`src/rtl/adc_scan_ctrl.sv`:
```
module adc_scan_ctrl #(
  parameter int RW = 10
) (
  input  logic        clk,
  input  logic        rst_n,
  input  logic        reg_wr,
  input  logic        reg_rd,
  input  logic [1:0]  reg_addr,
  input  logic [15:0] reg_wdata,
  output logic [15:0] reg_rdata,
  input  logic        timer_uf,
  input  logic        ext_trig_n,
  output logic        adc_start,
  output logic [2:0]  adc_ch,
  input  logic        adc_done,
  input  logic [RW-1:0] adc_data,
  output logic        irq_done,
  output logic        irq_ovr
);
  localparam logic [1:0] IDLE = 2'd0, SAMP = 2'd1, WAIT = 2'd2;

  logic [1:0]  st;
  logic [2:0]  samp, chs, che, ch;
  logic [1:0]  tsel;
  logic        loop_md, en, cie, oie, cf, ovr, ext_q;
  logic [3:0]  cnt;
  logic [RW-1:0] res;

  logic wr_cfg, wr_ctl, rd_dat, busy, sw_go, hw_go, go, abort, stored, last;

  assign wr_cfg = reg_wr && reg_addr == 2'd0;
  assign wr_ctl = reg_wr && reg_addr == 2'd1;
  assign rd_dat = reg_rd && reg_addr == 2'd2;
  assign busy   = st != IDLE;
  assign sw_go  = wr_ctl && reg_wdata[1] && reg_wdata[0] && tsel == 2'd0;
  assign hw_go  = en && ((tsel == 2'd1 && timer_uf) || (tsel == 2'd3 && ext_q && !ext_trig_n));
  assign go     = !busy && (sw_go || hw_go);
  assign abort  = busy && wr_ctl && !(reg_wdata[1] && reg_wdata[0]);
  assign stored = st == WAIT && adc_done && !abort;
  assign last   = ch >= che;

  always_ff @(posedge clk or negedge rst_n) begin
    if (!rst_n) begin
      samp <= 3'd7; tsel <= 2'd0; chs <= 3'd0; che <= 3'd0; loop_md <= 1'b0;
      en <= 1'b0; cie <= 1'b0; oie <= 1'b0;
      cf <= 1'b0; ovr <= 1'b0; res <= '0; ext_q <= 1'b1;
    end else begin
      ext_q <= ext_trig_n;
      if (wr_cfg) begin
        samp <= reg_wdata[2:0]; tsel <= reg_wdata[5:4];
        chs <= reg_wdata[10:8]; che <= reg_wdata[14:12]; loop_md <= reg_wdata[15];
      end
      if (wr_ctl) begin
        en <= reg_wdata[0]; cie <= reg_wdata[4]; oie <= reg_wdata[5];
      end
      if (stored) res <= adc_data;
      if (stored) cf <= 1'b1;
      else if (rd_dat) cf <= 1'b0;
      if (stored && cf && !rd_dat) ovr <= 1'b1;
      else if (wr_ctl && reg_wdata[9]) ovr <= 1'b0;
    end
  end

  always_ff @(posedge clk or negedge rst_n) begin
    if (!rst_n) begin
      st <= IDLE; ch <= 3'd0; cnt <= 4'd0;
    end else begin
      case (st)
        IDLE: if (go) begin
          st <= SAMP; ch <= chs; cnt <= 4'd0;
        end
        SAMP: if (abort) st <= IDLE;
              else if (cnt == {1'b0, samp} + 4'd1) st <= WAIT;
              else cnt <= cnt + 4'd1;
        WAIT: if (abort) st <= IDLE;
              else if (adc_done) begin
                cnt <= 4'd0;
                if (!last) begin ch <= ch + 3'd1; st <= SAMP; end
                else if (loop_md) begin ch <= chs; st <= SAMP; end
                else st <= IDLE;
              end
        default: st <= IDLE;
      endcase
    end
  end

  always_comb begin
    case (reg_addr)
      2'd0: reg_rdata = {loop_md, che, 1'b0, chs, 2'b0, tsel, 1'b0, samp};
      2'd1: reg_rdata = {1'b0, ch, 1'b0, busy, ovr, cf, 2'b0, oie, cie, 2'b0, busy, en};
      2'd2: reg_rdata = {{(16-RW){1'b0}}, res};
      default: reg_rdata = 16'h0000;
    endcase
  end

  assign adc_start = st == SAMP;
  assign adc_ch    = ch;
  assign irq_done  = cf && cie;
  assign irq_ovr   = ovr && oie;
endmodule

```
`config.mk`:
```
export PLATFORM = sky130hd
export DESIGN_NAME = adc_scan_ctrl
export DESIGN_NICKNAME = d
export VERILOG_FILES = /design/src/rtl/adc_scan_ctrl.sv
export SDC_FILE = /design/constraint.sdc
export NUM_CORES = 1
export LEC_CHECK = 0
export ABC_CLOCK_PERIOD_IN_PS = 2400
export CAP_MARGIN = 20
export CORE_UTILIZATION = 48
export DETAILED_ROUTE_END_ITERATION = 8
export PLACE_DENSITY = 0.78
export SKIP_LAST_GASP = 1
export SLEW_MARGIN = 25
export SYNTH_ARGS = -nofsm -noshare
export SYNTH_HDL_FRONTEND = slang
export SYNTH_SLANG_ARGS = --single-unit
```
`constraint.sdc`:
```
create_clock -name clk -period 2.4 [get_ports clk]
set_input_delay 0.72 -clock clk [delete_from_list [all_inputs] [get_ports clk]]
set_output_delay 0.72 -clock clk [all_outputs]
set_load 0.02 [all_outputs]
```
# Yosys cells after proc, flatten, opt, wreduce, memory -nomap -nowiden
# Index checks and enable logic that the tools add are counted.
# Widths: inputs -> output; s select.
# op_classes
multipliers	0
n_eq_ne	15
add_sub_neg	3
mux	25
shift	0
bitwise_logic	0
order_cmp	1
n_reduce_logical	39
div	0
# op_table
operator	n
$pmux 16 s3	1
$logic_and 1x1->1	21
$mux 4	5
$mux 3	5
$pmux 4 s3	1
$mux 2	5
$ne 2x2->1 const B	5
$reduce_bool 2->1	4
$eq 2x1->1 const B	3
$eq 2x2->1 const B	3
$logic_not 2->1	3
$mux 1	6
$ne 3x3->1 const B	2
$pmux 2 s3	1
$pmux 3 s2	1
$reduce_and 6->1	1
$logic_not 1->1	5
$reduce_and 5->1	1
$add 3x1->4 const B	1
$add 4x1->4 const B	1
$eq 4x4->1	1
$add 3x1->3 const B	1
$ge 3x3->1	1
$ne 3x1->1 const B	1
3 further kinds	4
# word_totals
ram_bits	0
input_bits	35
regBits	37
romBits	0
latch_bits	0
mem_count	0
wordCells	98
output_inout_bits	22

# Logic depth before layout (Yosys ltp)
# Gate-level depths: netlist of the first run.
# logic_depth
depth_word	9
depth_mapped	7
depth_no_buf	7

# Worst setup path before layout of the first run
# No wires, ideal clock.
# synth_timing
path_type	in2out
from	in reg_addr[0]
to	out reg_rdata[1]
slack_ps	-229
path_buffers	2
stages	4
required_ps	1680
arrival_ps	1909
cell_sequence	buf_2 buf_1 nor2_1 o31ai_1
# synth_via
elab_chain_cells	2
elab_cells_between_ends	4
classes_between	eq/ne (2); mux (1); reduce/logical (1)
# synth_rtl
item	line	rtl
start: declaration	8	input logic [1:0] reg_addr,
$eq 2x2->1 (tied with other cells)	88	case (reg_addr)
$pmux 16 s3 *	88	
end: declaration	10	output logic [15:0] reg_rdata,
# Every way passes the cells marked *; elsewhere a longest branch is shown, timed or not.

# Final worst setup path of the first run
# layout_timing
from	in reg_addr[0]
to	out reg_rdata[10]
# Same word-level chain as after synthesis.

==> results.toml, run 1 <==
[worst_setup_path]
r2r_setup_slack_ns = 0.23
crit_required_ns = 1.68
cp_top_family = "buffers and inverters"
worstPathArrival_ns = 1.58
critPathKind = "in -> out"
r2r-end = "cnt[3]"
critical_path_peak_fanout = 6
reg2regPathDepth = 7
path_cells = "buf_2 -> nor3b_2 -> nor3_2 -> clkdlybuf4s15_1"
max_stage_delay_ns = 0.31
timing.critical_path.buf_inv = 2
cp_slowest_cell = "nor3b_2"
startpoint_type = "primary input"
crit_path_end_kind = "output port"
r2r-start = "samp[0]"

[route]
vias = 1642
drc = 0
dr.pass1.iters = 4
drt_iter0_drc = 77
ant_nets = 0
wl_per_cell_um = 14.9
viasPerCell = 5.26
totalWireLength_mm = 4.65

[timing]
skew_ns = 0.00556
min_period_ns = 2.30
hold_slack_ns = 0.509
tightest_slew_ns = 0.516
slew_headroom_pct = 65.5
rsz0062_at_grt = "no"
fmax_mhz = 434
fin_crit_sh_pct = 95.9
hold_viol_final = 0
finalSetupViolations = 0
slew_violations = 0

[yosys]
ys_ff_latch = 37
ys.flop_type = "dfrtp_1"
postSynthAreaPerCell_um2 = 10.8
synth-seq-area-share_pct = 46.4
ys.warnings.count = 0
async_flop_share_pct = 100
synthCells = 186
yosys.area.top_type_share_pct = 41.1
syn_area_um2 = 2010
synthTopCellsByArea = "dfrtp_1 (41%), mux2_2 (13%), mux2i_1 (6.0%), dfstp_2 (5.2%), ha_1 (3.7%)"
synth_edf_count = 0
synthDistinctLibCells = 45
synth_nets = 227
synth_top_area_cell = "dfrtp_1"

[placement]
port_buffers = 51
finalWeightedCongestion = 0.789
place_hpwl_mm = 3.42
placedCellCount = 301

[floorplan]
dieArea_um2 = 4450
fp.dieH_um = 66.7
die_w_um = 66.7
start_util_pct = 50.2
core_area_um2 = 4000
num_rows = 23
ios = 57

[clock_tree]
clock_path_buffers = 2
clock-root-buffer = "clkbuf_8"
cts_sinks = 37
cts_buffers = 5
clkTransAtPathRegs_ns = 0.08
cts_tree = "yes"
insertion_delay_ns = 0.29
cts-htree-levels = 2
hold_buffers = 0

[global_routing]
grt_pass1_vias = 1586
grt_max_degree = 38
grt_pass1_wl_mm = 7.42
grt-ovfl-total = 0
gr-usage-all-layers_pct = 22.8
antenna_found_initial = 0

[worst_hold_path]
hold_start = "res[7]"
hp-class = "reg -> reg"
hold_end = "res[7]"
hold_path_depth = 1

[power]
max-vdd-ir-drop_uv = 431
power_leakage_nw = 1.30
p_per_area_nw_per_um2 = 900

[job]
drv_cap = 0

[layout]
synthToLayoutAreaGrowth_pct = 40.6
num_antenna_cells = 0
drive_above_1_share_pct = 32.4
final_core_util_pct = 70.6
final_cell_mix = "dfrtp_1 (33), clkdlybuf4s50_1 (33), buf_4 (25)"
instances_no_fill = 312
nNetsFinal = 302
fillers = 318

[run_status]
status = "finished, final reports clean"
-- what timing repair did --
item	in CTS	in global routing
cloned	1	0
pin swaps	0	0
setup buffers	2	0
resized for setup	68	2
setup endpoints to repair	34	10
-- worst register-to-register path: cells and delay by family (launching register included) --
kind | cells | cell delay, ns
compound gates | 4 | 0.89
buf+inv | 1 | 0.17
xor+xnor | 1 | 0.17
flops | 1 | 0.59
fa+ha+maj | 1 | 0.26
-- synthesized netlist by cell type, types with 3 or more instances --
cell type and number:
dfrtp_1 33, mux2_2 23, nand2_1 18, mux2i_1 12
nor2_1 10, o21ai_0 10, inv_1 7, and2_1 6
ha_1 6, nor2b_1 5, clkbuf_1 4, dfstp_2 4
nor3_1 3, o211ai_1 3, o31ai_1 3
-- registers in the layout, indices dropped and copies added, names as in the netlist --
name     count
res         10
cnt          4
adc_ch       3
che          3
chs          3
samp         3
st           2
tsel         2
cf           1
cie          1
en           1
ext_q        1
loop_md      1
oie          1
ovr          1
-- power breakdown --
group | switching [mW] | internal (mW) | leakage (nW)
Combinational | 0.476 | 0.542 | 0.787
Clock | 0.220 | 0.308 | 0.0552
Sequential | 0.172 | 0.824 | 0.458
-- logic make-up after synthesis --
group | after synthesis | share of synthesized area (%)
AO/OA/AOI/OAI | 34 | 11.6
XOR/XNOR | 3 | 1.31
adder cells (fa/ha/maj) | 6 | 3.74
buffers and inverters | 17 | 4.05
flip-flops | 37 | 46.4
multiplexers | 35 | 18.9
other | 1 | 0.187
AND/OR/NAND/NOR | 53 | 13.9
-- metrics by stage --
stage / TNS (ns) / power (mW) / instance area, um^2 / setup slack, ns
after floorplan: 0 / 1.59 / 2020 / 0.104
after global placement: -17.16 / 2.01 / 2730 / -0.655
after detailed placement: -17.68 / 2.05 / 2730 / -0.739
after CTS: 0 / 2.56 / 2830 / 0.00140
after global routing: 0 / 2.69 / 2820 / 0.0496
final: 0 / 2.54 / 2820 / 0.0980
-- worst max-delay path by stage --
stage / cells past startpoint / endpoint / start / slack (ns)
final: 4 / reg_rdata[10] / reg_addr[0] / 0.1
after CTS: 5 / reg_rdata[14] / reg_addr[1] / 0.001
after global routing: 4 / reg_rdata[10] / reg_addr[0] / 0.05
after detailed placement: 4 / reg_rdata[1] / reg_addr[0] / -0.74
after global placement: 6 / reg_rdata[1] / reg_addr[1] / -0.65
after floorplan: 3 / reg_rdata[15] / reg_addr[1] / 0.10
-- per-layer routing --
| layer | vias to the layer above | share of wire, % | track usage [%] |
|---|---|---|---|
| met1 | 805 | 47 | 30.0 |
| met4 | 0 | 1.1 | 7.18 |
| met3 | 7 | 2.3 | 3.60 |
| met5 | - | 0 | 0 |
| li1 | 800 | - | - |
| met2 | 30 | 50 | 38.1 |
-- area by class of cell --
class,instances,area (um^2),share of cell area [%]
clock buffer,6,72.6,2.57
clock inverter,2,35.0,1.24
inverter,7,26.3,0.930
multi-input combinational,132,1020,36.1
sequential,37,931,33.0
tap,50,62.6,2.22
timing repair buffer,78,678,24.0
Note: power is estimated with default switching activity, not from simulation.
==> run 2: changes to the inputs <==
- CORE_UTILIZATION: 48 -> 62
- DONT_BUFFER_PORTS: default -> 1
- PLACE_DENSITY: 0.78 -> 0.76
==> results.toml, run 2 (synthesized netlist as in run 1, its figures left out) <==
[timing]
fin_crit_sh_pct = 93.3
timing.final.ws_setup_ns = 0.161
min_period_ns = 2.24
rsz0062_at_grt = "no"
slew_violations = 0
finalSetupViolations = 0
tightest_slew_ns = 0.573
timing.setup.tns_ns = 0
hold_viol_final = 0
slew_headroom_pct = 61.8
skew_ns = 0.0125
hold_slack_ns = 0.0489
fmax_mhz = 447

[floorplan]
core_area_um2 = 3050
die_w_um = 58.9
ios = 57
fp.dieH_um = 58.9
dieArea_um2 = 3470
num_rows = 20
start_util_pct = 65.8

[power]
clock_power_share_pct = 17.1
power_leakage_nw = 0.973
switching_share_pct = 37.6
p_per_area_nw_per_um2 = 985
max-vdd-ir-drop_uv = 516
internal_power_mw = 1.32
pwr-share-comb_pct = 35.5
power.total_mw = 2.12
p_switching_mw = 0.797
power.share.sequential_pct = 47.4

[layout]
final_common_cell = "dfrtp_1"
drive_above_1_share_pct = 26.4
largest_reg_flops = 10
num_antenna_cells = 0
fillers = 250
finalInstanceArea_um2 = 2150
synthToLayoutAreaGrowth_pct = 7.10
nNetsFinal = 233
final_cell_mix = "dfrtp_1 (33), mux2_2 (23), nand2_1 (18)"
instances_no_fill = 237
final_core_util_pct = 70.5
multi_input_area_um2 = 1010
regMostFlops = "res"
seq_area_um2 = 931
reg_top3 = "res x10, cnt x4"

[clock_tree]
cts-resized-gates = 0
insertion_delay_ns = 0.34
cts-htree-levels = 2
clock-root-buffer = "clkbuf_4"
clkTransAtPathRegs_ns = 0.12
cts_tree = "yes"
cts_sinks = 37
cts_buffers = 5
hold_buffers = 0
clock_path_buffers = 2
post_cts_buffers = 0

[global_routing]
grt-ovfl-total = 0
antenna_found_initial = 0
grt_pass1_vias = 1410
grt_max_degree = 38
grt_pass1_wl_mm = 6.50
gr-usage-all-layers_pct = 25.7
grt_use_met1_pct = 32.4
grt-busiest-layer = "met2"
met2_usage_pct = 42.7
use_met3_pct = 7.47

[worst_setup_path]
r2r-start = "samp[0]"
crit_path_end_kind = "register"
startpoint_type = "register"
startpoint = "samp[0]"
worstPathArrival_ns = 2.51
r2r_setup_slack_ns = 0.16
critPathKind = "reg -> reg"
r2r-end = "cnt[3]"
reg2regPathDepth = 6
crit_required_ns = 2.67
critical_path_peak_fanout = 6

[route]
ant_nets = 0
wl_per_cell_um = 17.4
drc = 0
vias = 1449
dr.pass1.iters = 4
drt_iter0_drc = 71
totalWireLength_mm = 4.12
viasPerCell = 6.11

[run_status]
status = "finished, final reports clean"

[placement]
port_buffers = 0
dp_slack_ns = 0.171
placedCellCount = 229
finalWeightedCongestion = 0.877
place_hpwl_mm = 2.99
dpl_cell_area_um2 = 2090

[worst_hold_path]
hp-class = "in -> async"

[job]
drv_cap = 0
[run 2: power groups by stage]
stage | Combinational (mW) | Sequential (mW) | Clock [mW]
6_report | 0.752 | 1.01 | 0.362
5_1_grt | 0.831 | 1.03 | 0.393
4_1_cts | 0.754 | 1.01 | 0.361
3_5_place_dp | 0.748 | 1.02 | 0
3_3_place_gp | 0.715 | 1.00 | 0
2_1_floorplan | 0.616 | 0.975 | 0
[run 2: layout make-up]
cell class	count	area share, %
Tap cell	44	2.56
Clock buffer	6	2.39
Sequential cell	37	43.3
Multi-Input combinational cell	132	46.8
Clock inverter	2	0.640
Timing Repair Buffer	9	3.14
Inverter	7	1.22
[run 2: worst max-delay path by stage]
stage	slack [ns]	to	cells after the start
after global placement	0.25	cnt[3]	6
after global routing	0.007	cnt[3]	6
after floorplan	0.10	reg_rdata[15]	3
after detailed placement	0.17	cnt[2]	6
after CTS	0.15	cnt[3]	6
final	0.16	cnt[3]	6
[run 2: per-layer routing]
layer	routed length, um	part of all wire, %
met4	35	0.85
met1	1730	42
met3	276	6.7
met5	0	0
met2	2070	50
[run 2: worst max-delay path, stage by stage (launching register included)]
cell and delay [ns]:
dfstp_2 0.61, ha_1 0.25, xor2_1 0.16, a211o_1 0.28, o211ai_1 0.38, o21ai_1 0.26, a31oi_1 0.23
==> run 3: changes to the inputs <==
- SLEW_MARGIN: 25 -> default
==> results of run 3 <==
Final layout, timing and power as in run 2 (identical DEF).
